==> src/rtl/async_tx_pkg.sv <==
`timescale 1ns/1ps
package async_tx_pkg;
  localparam int DATA_W  = 8;
  localparam int MIN_LEN = 5;
  localparam int TICK_W  = 8;
  localparam int IDX_W   = $clog2(DATA_W + 1);

  typedef enum logic [2:0] {
    ST_IDLE, ST_START, ST_DATA, ST_PARITY, ST_STOP, ST_BREAK, ST_RECOVER
  } txState_e;

  typedef struct packed {
    logic load;
    logic shift;
    logic parity;
    logic mark;
    logic space;
  } txStrobe_t;

  function automatic logic [TICK_W-1:0] bitTicks(input logic [1:0] m);
    case (m)
      2'd0:    return TICK_W'(1);
      2'd1:    return TICK_W'(16);
      2'd2:    return TICK_W'(32);
      default: return TICK_W'(64);
    endcase
  endfunction

  function automatic logic [TICK_W-1:0] stopTicks(input logic [1:0] m, input logic [1:0] s);
    logic [TICK_W-1:0] b;
    b = bitTicks(m);
    case (s)
      2'd0:    return b;
      2'd1:    return (m == 2'd0) ? TICK_W'(2) : b + (b >> 1);
      default: return b << 1;
    endcase
  endfunction
endpackage

==> src/rtl/async_tx_dp.sv <==
`timescale 1ns/1ps
module async_tx_dp
  import async_tx_pkg::*;
(
  input  logic              clk,
  input  logic              rstN,
  input  txStrobe_t         strobe,
  input  logic [DATA_W-1:0] inData,
  input  logic              parityOdd,
  output logic              txOut
);
  logic [DATA_W-1:0] shiftReg;
  logic              parAcc;
  logic              oddQ;

  always_ff @(posedge clk) begin
    if (!rstN) begin
      shiftReg <= '0;
      parAcc   <= 1'b0;
      oddQ     <= 1'b0;
      txOut    <= 1'b1;
    end else if (strobe.load) begin
      shiftReg <= inData;
      parAcc   <= 1'b0;
      oddQ     <= parityOdd;
      txOut    <= 1'b0;
    end else if (strobe.shift) begin
      txOut    <= shiftReg[0];
      shiftReg <= shiftReg >> 1;
      parAcc   <= parAcc ^ shiftReg[0];
    end else if (strobe.parity) begin
      txOut <= parAcc ^ oddQ;
    end else if (strobe.mark) begin
      txOut <= 1'b1;
    end else if (strobe.space) begin
      txOut <= 1'b0;
    end
  end
endmodule

==> src/rtl/async_tx_ctrl.sv <==
`timescale 1ns/1ps
module async_tx_ctrl
  import async_tx_pkg::*;
(
  input  logic       clk,
  input  logic       rstN,
  input  logic       tick,
  input  logic [1:0] multSel,
  input  logic [1:0] dataLen,
  input  logic [1:0] stopSel,
  input  logic       parityEn,
  input  logic       breakReq,
  input  logic       inValid,
  output logic       inReady,
  output logic       busy,
  output logic       idle,
  output txStrobe_t  strobe
);
  txState_e          state, stNext;
  logic [TICK_W-1:0] tickCnt, segLen;
  logic [IDX_W-1:0]  bitIdx, nBits;
  logic [1:0]        multQ, lenQ, stopQ;
  logic              parQ;
  logic              segEnd, clrCnt, idxLoad, idxInc;

  assign nBits  = IDX_W'(MIN_LEN) + IDX_W'(lenQ);
  assign segLen = (state == ST_STOP) ? stopTicks(multQ, stopQ) : bitTicks(multQ);
  assign segEnd = tick && (tickCnt == segLen - TICK_W'(1));

  always_comb begin
    stNext  = state;
    strobe  = '0;
    clrCnt  = 1'b0;
    idxLoad = 1'b0;
    idxInc  = 1'b0;
    case (state)
      ST_IDLE: begin
        clrCnt = 1'b1;
        if (breakReq) begin
          stNext       = ST_BREAK;
          strobe.space = 1'b1;
        end else if (inValid) begin
          stNext      = ST_START;
          strobe.load = 1'b1;
        end
      end
      ST_START: if (segEnd) begin
        stNext       = ST_DATA;
        strobe.shift = 1'b1;
        clrCnt       = 1'b1;
        idxLoad      = 1'b1;
      end
      ST_DATA: if (segEnd) begin
        clrCnt = 1'b1;
        if (bitIdx < nBits) begin
          strobe.shift = 1'b1;
          idxInc       = 1'b1;
        end else if (parQ) begin
          stNext        = ST_PARITY;
          strobe.parity = 1'b1;
        end else begin
          stNext      = ST_STOP;
          strobe.mark = 1'b1;
        end
      end
      ST_PARITY: if (segEnd) begin
        stNext      = ST_STOP;
        strobe.mark = 1'b1;
        clrCnt      = 1'b1;
      end
      ST_STOP: if (segEnd) begin
        stNext = ST_IDLE;
        clrCnt = 1'b1;
      end
      ST_BREAK: begin
        clrCnt = 1'b1;
        if (!breakReq) begin
          stNext      = ST_RECOVER;
          strobe.mark = 1'b1;
        end
      end
      ST_RECOVER: if (segEnd) begin
        stNext = ST_IDLE;
        clrCnt = 1'b1;
      end
      default: stNext = ST_IDLE;
    endcase
  end

  always_ff @(posedge clk) begin
    if (!rstN) begin
      state   <= ST_IDLE;
      tickCnt <= '0;
      bitIdx  <= '0;
      multQ   <= '0;
      lenQ    <= '0;
      stopQ   <= '0;
      parQ    <= 1'b0;
    end else begin
      state <= stNext;
      if (clrCnt)    tickCnt <= '0;
      else if (tick) tickCnt <= tickCnt + TICK_W'(1);
      if (idxLoad)     bitIdx <= IDX_W'(1);
      else if (idxInc) bitIdx <= bitIdx + IDX_W'(1);
      if (state == ST_IDLE || state == ST_BREAK) begin
        multQ <= multSel;
        lenQ  <= dataLen;
        stopQ <= stopSel;
        parQ  <= parityEn;
      end
    end
  end

  assign inReady = (state == ST_IDLE) && !breakReq;
  assign idle    = (state == ST_IDLE);
  assign busy    = (state == ST_START) || (state == ST_DATA) ||
                   (state == ST_PARITY) || (state == ST_STOP);
endmodule

==> src/rtl/async_char_tx.sv <==
`timescale 1ns/1ps
module async_char_tx
  import async_tx_pkg::*;
(
  input  logic              clk,
  input  logic              rstN,
  input  logic              tick,
  input  logic [1:0]        multSel,
  input  logic [1:0]        dataLen,
  input  logic [1:0]        stopSel,
  input  logic              parityEn,
  input  logic              parityOdd,
  input  logic              breakReq,
  input  logic              inValid,
  output logic              inReady,
  input  logic [DATA_W-1:0] inData,
  output logic              txOut,
  output logic              busy,
  output logic              idle
);
  txStrobe_t strobe;

  async_tx_ctrl u_ctrl (
    .clk(clk), .rstN(rstN), .tick(tick), .multSel(multSel), .dataLen(dataLen),
    .stopSel(stopSel), .parityEn(parityEn), .breakReq(breakReq), .inValid(inValid),
    .inReady(inReady), .busy(busy), .idle(idle), .strobe(strobe)
  );

  async_tx_dp u_dp (
    .clk(clk), .rstN(rstN), .strobe(strobe), .inData(inData),
    .parityOdd(parityOdd), .txOut(txOut)
  );
endmodule

==> config.mk <==
export PLATFORM = sky130hd
export DESIGN_NAME = async_char_tx
export DESIGN_NICKNAME = d
export VERILOG_FILES = /design/src/rtl/async_tx_pkg.sv /design/src/rtl/async_tx_dp.sv /design/src/rtl/async_tx_ctrl.sv /design/src/rtl/async_char_tx.sv
export SDC_FILE = /design/constraint.sdc
export NUM_CORES = 1
export LEC_CHECK = 0
export BUFFER_PORTS_ARGS = -buffer_cell sky130_fd_sc_hd__buf_2
export CORE_MARGIN = 3
export CORE_UTILIZATION = 55
export CTS_CLUSTER_DIAMETER = 30
export CTS_CLUSTER_SIZE = 30
export DETAILED_ROUTE_END_ITERATION = 6
export PLACE_DENSITY = 0.76
export SLEW_MARGIN = 20
export SYNTH_ARGS = -nofsm -noshare
export SYNTH_HDL_FRONTEND = slang
export SYNTH_SLANG_ARGS = --single-unit
==> constraint.sdc <==
create_clock -name clk -period 3.5 [get_ports clk]
set_input_delay 0.35 -clock clk [delete_from_list [all_inputs] [get_ports clk]]
set_output_delay 0.35 -clock clk [all_outputs]
set_load 0.1 [all_outputs]
* Word-level counts from Yosys, hierarchy flattened
Index checks and enable logic that the tools add are counted.
** Storage, ports and cells
- Logic and storage cells :: 100
- Output and inout port bits :: 4
- Register bits :: 33
** Operators by class
- Magnitude comparators :: 1
- Add/sub/neg operators :: 5
- Mux-type cells :: 42
- Bitwise operators :: 3
- Equality and inequality tests :: 17
- Reduce and logical (&&, ||, !) cells :: 20
** Operators with widths (number)
- two-way mux 8 bit :: 4
- two-way mux 3 bit :: 10
- two-way mux 1 bit :: 21
- one-hot mux 7 bit (3 select lines) :: 1
- one-hot mux 3 bit (6 select lines) :: 1
- one-hot mux 8 bit (2 select lines) :: 1
- OR reduction 2 bit :: 5
- equality test 3 bit (second input constant) :: 3
- adder 7 x 6 -> 8 bit :: 1
- adder 8 x 1 -> 8 bit (second input constant) :: 1
- equality test 8 bit :: 1
- != test 2 x 1 -> 1 bit (second input constant) :: 4
- subtractor 8 x 1 -> 8 bit (second input constant) :: 1
- AND reduction 7 bit :: 1
- equality test 3 x 2 -> 1 bit (second input constant) :: 2
- nonzero test 5 bit :: 1
- OR reduction 5 bit :: 1
- adder 3 x 2 -> 4 bit (first input constant) :: 1
- adder 4 x 1 -> 4 bit (second input constant) :: 1
- equality test 2 x 1 -> 1 bit (second input constant) :: 2
- zero test 2 bit :: 2
- logical OR 1 bit :: 4
- < comparator 4 bit :: 1
- != test 2 bit (second input constant) :: 2
- 12 further kinds :: 16

* Depth between registers and ports, before layout
Gate-level depths: netlist of the first run.
- Depth after elaboration :: 15
- Gate-level depth with buffers :: 12
- Gate-level depth less buffers :: 11

* By module
Synthesis of the first run repeated with hierarchy kept, for this count alone.
** Unflattened totals
- Cells, all modules :: 275
- Area total of the unflattened synthesis :: 2274.7 um2
** By module, submodules not included
- async_tx_ctrl :: instances 1, cells an instance 217, area an instance 1752.9 um2
- async_tx_dp :: instances 1, cells an instance 58, area an instance 521.8 um2

* Worst setup path before layout of the first run
No wires, ideal clock.
- Path type :: register -> register
- Start point :: register u_ctrl.state[0]
- End point :: register u_dp.txOut
- Clock period less this slack :: 4871 ps
- Required time :: 3384 ps
- Buffers on the path :: 2
- Data arrival time :: 4755 ps
- Cell stages (with the launch flop) :: 6
- Path slack :: -1371 ps
- Cells stage by stage :: dfxtp_1 -> clkbuf_1 -> nor4_1 -> nand2_1 -> clkbuf_1 -> a31o_2
** Between the ends
- Word-level cells in the longest chain between the ends :: 11
** RTL lines
- from (decl) :: RTL line async_tx_ctrl.sv:19 : txState_e state, stNext;
- from (signal assigned) :: RTL line async_tx_ctrl.sv:100 : state <= stNext;
- equality test 3 bit :: RTL line async_tx_ctrl.sv:27 : assign segLen = (state == ST_STOP) ? stopTicks(multQ, stopQ) : bitTicks(multQ);
- two-way mux 8 bit :: RTL line async_tx_ctrl.sv:27
- subtractor 8 x 1 -> 8 bit :: RTL line async_tx_ctrl.sv:28 : assign segEnd = tick && (tickCnt == segLen - TICK_W'(1));
- equality test 8 bit :: RTL line async_tx_ctrl.sv:28
- logical AND 1 bit :: RTL line async_tx_ctrl.sv:28
- two-way mux 1 bit / two-way mux 3 bit (equally long branches) :: RTL line async_tx_ctrl.sv:47, async_tx_ctrl.sv:66, async_tx_ctrl.sv:53
- one-hot mux 1 bit (3 select lines) :: RTL line async_tx_ctrl.sv:36 : case (state)
- two-way mux 1 bit :: RTL line async_tx_dp.sv:33 : end else if (strobe.mark) begin
- two-way mux 1 bit :: RTL line async_tx_dp.sv:31 : end else if (strobe.parity) begin
- two-way mux 1 bit :: RTL line async_tx_dp.sv:27 : end else if (strobe.shift) begin
- two-way mux 1 bit :: RTL line async_tx_dp.sv:22 : end else if (strobe.load) begin
- to (signal assigned) :: RTL line async_tx_dp.sv:28 : txOut <= shiftReg[0];
- to (signal assigned) :: RTL line async_tx_dp.sv:32 : txOut <= parAcc ^ oddQ;
- to (decl) :: RTL line async_tx_dp.sv:10 : output logic txOut
Parallel ways exist; a longest one is shown, timed or not.
A chain may end at the register's enable or synchronous reset.

* Final worst setup path of the first run
- Start point :: register u_ctrl.multQ[0]
- End point :: register u_ctrl.tickCnt[6]
** Between the ends
- Word-level cells in the longest chain between the ends :: 12
** RTL lines
- from (decl) :: RTL line async_tx_ctrl.sv:22 : logic [1:0] multQ, lenQ, stopQ;
- from (signal assigned) :: RTL line async_tx_ctrl.sv:106 : multQ <= multSel;
- equality test 2 bit, or another cell as far along :: RTL line async_tx_pkg.sv:21 : case (m)
- one-hot mux 7 bit (3 select lines) :: RTL line async_tx_pkg.sv:21
- adder 7 x 6 -> 8 bit :: RTL line async_tx_pkg.sv:34 : 2'd1: return (m == 2'd0) ? TICK_W'(2) : b + (b >> 1);
- two-way mux 8 bit :: RTL line async_tx_pkg.sv:34
- one-hot mux 8 bit (2 select lines) :: RTL line async_tx_pkg.sv:32 : case (s)
- two-way mux 8 bit (*) :: RTL line async_tx_ctrl.sv:27
- subtractor 8 x 1 -> 8 bit (*) :: RTL line async_tx_ctrl.sv:28
- equality test 8 bit (*) :: RTL line async_tx_ctrl.sv:28
- logical AND 1 bit (*) :: RTL line async_tx_ctrl.sv:28
- two-way mux 1 bit (*)
- one-hot mux 1 bit (2 select lines) (*) :: RTL line async_tx_ctrl.sv:36
- OR reduction 2 bit (no line) (*)
- to (signal assigned) :: RTL line async_tx_ctrl.sv:102 : else if (tick) tickCnt <= tickCnt + TICK_W'(1);
- to (decl) :: RTL line async_tx_ctrl.sv:20 : logic [TICK_W-1:0] tickCnt, segLen;
Mark *: on every way between the ends. The rest lies on a longest branch, timed or not.

==> flow_results.org, run 1 <==
** Outcome
- Status :: complete, no violations

** Hold path
- The worst hold path passes through 3 cells.
- Worst min-delay path category :: in -> reg
- The worst hold path terminates at u_ctrl.lenQ[0].
- Origin of the worst min-delay path :: dataLen[0]

** STA
- F_max :: 318 MHz
- Minimum period implied by the final worst setup slack :: ~3100 ps
- Setup violations remaining at the end of the flow were counted as 0.
- Measured against its own limit, the worst slew margin works out to 33.9%.
- In the final timing run, aggregate negative setup slack is 0 ps.
- Transition time at the pin with the least slew margin :: 991 ps
- Setup repair after global routing left no endpoint under its margin.
- The number of pins with negative max-slew slack in the final report came to 0.
- Dividing the final minimum period by the clock period gives 90.0%.
- Across the routed clock network, the largest skew measured is 9.29 ps.
- The count of final hold-check violations was 0.
- Setup slack on the critical path of the routed design comes to approximately 350 ps.

** Yosys
- Counting flops with a built-in enable in the synthesized netlist gives 0.
- Simple-gate share of the synthesized area :: 24.9%
- Number of synthesized register bits :: 33
- Mux cell area share after synthesis :: about 9%
- Synthesized netlist cell count :: between 200 and 300
- Synthesized area :: between 0.002 and 0.0025 sq mm
- Adder-cell share of the synthesized area :: under 10%
- Share of synthesized registers carrying an async set or reset :: 0%
- Summing the sequential cell areas from Yosys gives 29.8% of the chip area.
- Counting every net in the synthesized netlist gives 305.
- Synth warn :: 0
- XOR/XNOR Fraction of Synth Area :: 4.75%
- Mean area per synthesized cell :: 8.20 sq um
- In this run, distinct cell masters in the synthesized netlist total 52.
- Dominant combinational cell family by area after synthesis :: simple AND/OR/NAND/NOR gates
- Summing the areas of all compound-gate instances in the mapped netlist gives 18.3% of the synthesized area.
- Dominant register cell in the synthesized netlist :: dfxtp_1

** Clock network
- The later pin in the worst-skew pair is clocked with a latency of roughly 280 ps.
- After clock tree synthesis, the repair step resized 0 gates.
- Clock Sink Count :: 33
- For this design, the CTS-stage hold fixing added 0 buffers.
- Bufs on Longest Clock Path :: 2
- Clock buffer count from CTS :: 5
- CTS placed an instance of clkbuf_8 at the clock tree root.
- After clock tree synthesis, the clock-pin slew on the worst setup and hold paths is 70 ps.
- TritonCTS built the clock tree.
- In this run the number of H-tree levels came out at 2.
- Post-CTS repair timing setup buffer count :: 0

** Routing
- Wire length reported by the detailed router :: 4.57 mm
- Remaining number of nets flagged by the antenna check after routing :: 0
- The detailed router placed 1970 vias in this run.
- Post-DR wirelength/cell :: 13.4 um
- First-pass iteration count of the detailed router :: 4
- Violation count after the first detailed-routing iteration :: 102
- In the routed design, unresolved DRC markers number 0.
- Dividing the detail-routed via count by the number of cells gives approximately 5.8.

** Setup path
- The signal on the critical path passes through inv_1 > ha_1 > or4b_2 > a211oi_1 > nand4b_1 > nor4_1 > mux2_2 > o21a_1 > a211o_2 > nor2_1.
- WS Path Type :: reg -> reg
- In this design, the stage delay of the slowest critical-path cell is 650 ps.
- The worst register-to-register path ends at u_ctrl.tickCnt[6].
- The worst register-to-register path begins at u_ctrl.multQ[0].
- For the worst flop-to-flop path, the logic depth is 10.
- At the worst endpoint, the arrival time is 3370 ps.
- Nature of the critical path endpoint :: register
- The largest individual stage delay along the critical path comes from the cell or4b_2.
- Worst Path Required :: 3720 ps
- Across all register-to-register paths, the minimum setup slack is 350 ps.
- Startpoint type of the worst setup path :: register
- Along the worst path, the maximum fanout reaches 9.

** Final layout
- Share of final-layout standard cells stronger than drive strength 1 :: 16.7%
- Leaving out filler cells and counting taps, the final layout contains between 300 and 400.
- 0 antenna diodes ended up in the layout.
- Layout Nets :: 328
- Leaving out fill and tap cells, the most frequent cell in the layout is dfxtp_1.
- In the layout the commonest cells are 33 x dfxtp_1, 25 x nor2_1, 24 x buf_2.
- Area grow syn2layout :: 11.6%

** Global route
- Wire length of the first global-routing pass :: ~7.7 mm
- The initial antenna violation count was 0.
- Maximum number of pins on one net before global-route repair :: 19
- Total routing resource utilization after global routing :: 19.4%
- The via count of the first global-routing pass is 1786.
- The total overflow left after global routing is 0.

** Pwr
- Pwr per Cell Area :: about 780 mW/mm^2
- Total design power :: 1.93 mW
- Pleak :: 1.06 nW
- Peak supply drop :: 0.000676 V

** Job
- The tool flagged a number of max-cap violations equal to 0.

** Die
- For this configuration, the core starts out at a cell density of 58.7%.
- Die outline area :: 0.00482 sq mm
- In this run the vertical extent of the chip is 69.4 um.
- The floorplan step defined a core boundary enclosing 0.00377 sq mm.
- Number of top-level design ports :: 25
- The initialized floorplan defines 22 standard-cell rows.
- Die Wd :: 69.4 um

** Placed design
- Last weighted congestion value of the routability-driven placer :: 0.852
- Placed Instances :: 334
- Port buffer count :: 24
- OpenSTA, run right after detailed placement, puts the worst setup slack at 389 ps.
- The HPWL after detailed placement is 3.37 mm.
-- state kept, by name, indices dropped and copies added (netlist names) --
name,count
u_ctrl.parQ,1
u_dp.shiftReg,8
u_ctrl.tickCnt,8
u_ctrl.lenQ,2
u_dp.parAcc,1
u_ctrl.stopQ,2
u_dp.txOut,1
u_ctrl.state,3
u_ctrl.multQ,2
u_dp.oddQ,1
u_ctrl.bitIdx,4
-- routing by layer --
metal	part of all wire (%)	vias to the layer above	track usage [%]
met5	0	-	0
met4	1.2	0	7.81
met3	5.8	5	4.78
met2	44	53	29.6
met1	49	886	26.1
li1	-	1026	-
-- stage by stage --
| step | utilization, % | hold slack (ps) | cell area (sq um) |
|---|---|---|---|
| finish | 65.5 | 305 | 2470 |
| global route | 65.5 | 322 | 2470 |
| CTS | 65.5 | 309 | 2470 |
| detailed placement | 62.8 | 466 | 2370 |
| global placement | 62.8 | 459 | 2370 |
| floorplan | - | 443 | 2220 |
-- cell type report --
class                      count  area (sq um)
multi-input combinational    212          1450
fill                         350          1300
sequential                    33           661
timing repair buffer          29           158
clock buffer                   7          96.3
tap                           48          60.1
inverter                      12          45.0
clock inverter                 1          5.00
-- where the power goes --
group | leakage [nW] | internal (mW) | total, mW | switching [mW]
combinational | 0.741 | 0.385 | 1.09 | 0.709
sequential | 0.269 | 0.451 | 0.530 | 0.0788
clock | 0.0542 | 0.177 | 0.310 | 0.132
-- cells in the mapped netlist, drive strengths merged, types with 3 or more instances --
| library cell | instances | area share (%) |
|---|---|---|
| and3 | 5 | 1.4 |
| nand2b | 3 | 0.85 |
| mux2i | 18 | 8.1 |
| nor3 | 7 | 1.6 |
| a21oi | 24 | 5.6 |
| ha | 14 | 7.9 |
| nand4 | 7 | 2.0 |
| o21ai | 15 | 3.4 |
| dfxtp | 33 | 30 |
| nor2 | 25 | 4.2 |
| or3 | 3 | 0.85 |
| clkbuf | 9 | 1.5 |
| xor2 | 7 | 2.8 |
| and2 | 3 | 0.96 |
| buf | 4 | 1.6 |
| inv | 12 | 2.0 |
| o41ai | 3 | 1.2 |
| o21a | 4 | 1.4 |
| o211ai | 3 | 1.0 |
| nor4 | 3 | 0.85 |
| nand2 | 19 | 3.2 |
| nand3 | 6 | 1.4 |
| nor3b | 6 | 2.0 |
| xnor2 | 5 | 2.0 |
-- worst max path at each step --
stage / slack [ps] / to / cells past startpoint / startpoint
floorplan: 100 / u_dp.txOut / 5 / u_ctrl.state[0]
global placement: 510 / u_ctrl.tickCnt[5] / 10 / u_ctrl.multQ[0]
detailed placement: 390 / u_ctrl.tickCnt[7] / 10 / u_ctrl.multQ[0]
CTS: 380 / u_ctrl.tickCnt[6] / 10 / u_ctrl.multQ[0]
global route: 220 / u_ctrl.tickCnt[2] / 10 / u_ctrl.multQ[0]
finish: 350 / u_ctrl.tickCnt[6] / 10 / u_ctrl.multQ[0]
-- critical path, delay by kind of cell (launching register included) --
kind | cells | cell delay (ps)
buffers and inverters | 1 | 120
muxes | 1 | 300
and+or+nand+nor | 4 | 1090
adders and majority gates | 1 | 280
DFF | 1 | 400
AOI/OAI and AO/OA | 3 | 910
-- cells by family after synthesis --
kind of cell | count (synthesis)
adders and majority gates | 14
muxes | 20
DFF | 33
xor gates and xnor gates | 12
and+or+nand+nor | 101
AOI/OAI and AO/OA | 65
buffers and inverters | 25
Note: power is estimated with default switching activity, not from simulation.
==> run 2, diff against run 1 <==
Settings changed: GPL_TIMING_DRIVEN from default to 0, MAX_ROUTING_LAYER from default to met4.
==> flow_results.org, run 2 (synthesis results as in run 1) <==
** Global route
- Aggregate global routing overflow :: 0
- Maximum number of pins on one net before global-route repair :: 12
- Vias in the first global route :: ~1800
- Antenna violations before repair :: 0
- Global routing used 21.1% of the available tracks.
- Wire length of the first global-routing pass :: 8.36 mm

** Pwr
- Peak supply drop :: ~0.00067 V
- Registers are responsible for 25.9% of the overall power.
- The analysis attributes to net switching a power of 0.940 mW.
- The completed layout was analyzed and its total power is 2.01 mW.
- Pleak :: 1.07 nW
- Share of power burned in combinational logic :: 55.5%
- Cell internal power was estimated by the tool at approximately 1.1 mW.
- Dividing total power by cell area gives a power density of 798 mW/mm^2.
- The share of total power dissipated in the clock network is a little under a fifth.
- Net switching is between 40% and 50% of the power.

** Routing
- First-pass iteration count of the detailed router :: 4
- Dividing the detail-routed via count by the number of cells gives 5.71.
- Wire length reported by the detailed router :: 4.70 mm
- Post-detailed-route DRC marker count :: 0
- For this block, the via count after detailed routing is around 2000.
- Post-DR wirelength/cell :: 13.4 um
- Once detail routing completed, the nets flagged for antenna violations numbered 0.
- Violation count after the first detailed-routing iteration :: 112

** STA
- On the final layout, the worst hold slack is 302 ps.
- The count of final hold-check violations came to 0.
- Final Slew Violations :: 0
- Setup tns final :: 0 ps
- The worst path uses between 90% and 100% of the clock period.
- The worst pin sits at a relative slew slack of between 30% and 40%.
- Setup violations remaining at the end of the flow were counted as 0.
- Across the routed clock network, the largest skew measured is 9.93 ps.
- The worst path in the final design needs a cycle of 3290 ps, including I/O delays and setup.
- Setup repair after global routing left no endpoint under its margin.
- Static timing analysis puts the maximum clock frequency at approximately 300 MHz.
- At the pin with the least slew margin, the transition time is about 930 ps.

** Setup path
- The worst register-to-register path begins at u_ctrl.multQ[0].
- Startpoint type of the worst setup path :: register
- For the worst flop-to-flop path, the logic depth is 11.
- The endpoint identified for the worst register-to-register timing path is u_dp.txOut.
- The worst setup path is captured at a register.
- Setup slack on the worst reg-to-reg path comes out at 210 ps.
- Among all stages on the critical path, the largest delay is contributed by or4b_2.
- WS Path Type :: reg -> reg
- Critical Path Max Stage Delay :: 660 ps
- The critical path starts at u_ctrl.multQ[0].
- Along the worst path, the maximum fanout reaches 10.
- Data on the critical path arrives at its endpoint at 3470 ps.
- Worst Path Required :: 3680 ps
- Traced cell by cell, the critical path runs through inv_1 > ha_1 > or4b_2 > a211oi_1 > nand4b_1 > nor4_1 > mux2_2 > o221ai_1 > buf_6 > o21ai_0 > a31o_2.

** Hold path
- The worst hold path passes through 3 cells.
- Origin of the worst min-delay path :: dataLen[1]
- The path with the worst hold slack has its endpoint at u_ctrl.lenQ[1].
- The tightest min-delay check is of the in -> reg type.

** Clock network
- Counting the buffers created by CTS gives 5.
- CTS Root Cell :: clkbuf_8
- Post-CTS repair timing setup buffer count :: 0
- Clock tree from TritonCTS :: done
- Insertion delay to the later sink of the worst-skew pair :: 290 ps
- Number of resized instances in the post-cts repair step :: 0
- In this run the number of H-tree levels came out at 2.
- The clock net in this run drives a total of 33 sinks.
- # hold bufs at CTS :: 0
- The clock passes through at most 2 buffers.
- Clock-pin transition on the worst setup and hold timing paths :: 70 ps

** Die
- Die outline area :: around 0.0048 sq mm
- Core area :: 0.00377 sq mm
- The die is 69.4 um wide.
- Initial cell density of the core :: 58.7%
- In this run the core area contains 22 standard-cell rows.
- Die height :: 69.4 um
- Number of top-level design ports :: 25

** Final layout
- The largest registers in the layout are u_ctrl.tickCnt x8, u_dp.shiftReg x8, u_ctrl.bitIdx x4.
- Final cell count without fillers :: 350
- Seq. cell area :: 661 sq um
- Inserted Diodes :: 0
- Cell area after layout :: ~0.0025 sq mm
- In the layout the commonest cells are 33 x dfxtp_1, 25 x nor2_1, 25 x buf_2.
- Of the cells placed in the final design, the portion with a size suffix greater than 1 is 15.9%.
- Layout Nets :: 336
- Most common cell after layout, fill and taps aside :: dfxtp_1
- Relative to the synthesized area, the layout overhead comes to 13.8%.
- Fill cells in the final layout number 330.
- In the final layout, the multi-input gates occupy 0.00145 sq mm.

** Outcome
- Status :: complete, no violations

** Placed design
- Buffers placed on the I/O ports in this run total 24.
- Detailed placement finished with a half-perimeter wire length of about 3.5 mm.
- Last weighted congestion value of the routability-driven placer :: 0.891
- Once placement finished, the instance area stood at between 0.002 and 0.0025 sq mm.
- Placed Instances :: 342

** Job
- The tool flagged a number of max-cap violations equal to 0.
## run 2: changes by cell type in the layout (fill, tap and decap cells not counted), sizes merged
cell	delta
clkinvlp	+1
clkinv	-1
clkbuf	+8
buf	-1
bufinv	+1
## run 2: metal layers
layer  GRT usage (%)  up-vias  part of all wire (%)
li1                -     1041                     -
met1            29.3      911                    51
met2            31.0       43                    43
met3            4.64        4                   5.3
met4            5.42        0                  0.85
met5               -        -                     0
## run 2: area by class of cell
cell class	instances	share of cell area, %
plain buffers	13	2.73
clock buffers	6	3.28
clock inverters	2	1.49
inverters	12	1.79
multi-input cells	212	57.3
flip-flops and latches	33	26.2
well taps	48	2.38
repair buffers	24	4.77
## run 2: power groups by stage
| stage | clock (mW) | sequential (mW) | combinational, mW |
|---|---|---|---|
| CTS | 0.382 | 0.521 | 1.11 |
| floorplan | 0 | 0.544 | 0.890 |
| detailed placement | 0 | 0.530 | 1.11 |
| finish | 0.376 | 0.521 | 1.12 |
| global route | 0.400 | 0.533 | 1.22 |
| global placement | 0 | 0.527 | 1.10 |
## run 2: how the worst max path moves through the flow
stage / cells past startpoint / slack [ps] / endpoint
detailed placement: 11 / 220 / u_dp.txOut
CTS: 11 / 210 / u_dp.txOut
global route: 11 / 10 / u_dp.shiftReg[1]
finish: 11 / 210 / u_dp.txOut
global placement: 11 / 260 / u_dp.txOut
floorplan: 5 / 100 / u_dp.txOut
## run 2: through the flow
step | util (%) | setup WS, ps
floorplan | - | 100
global placement | 63.6 | 255
detailed placement | 63.6 | 216
CTS | 66.8 | 208
global route | 66.8 | 12.7
finish | 66.8 | 210
## run 2: critical path, delay by kind of cell, from the launching register on
family          cells  cell delay (ps)
compound gates      4              860
fa+ha+maj           1              300
buf+inv             2              340
flops               1              410
mux                 1              320
simple gates        3              960
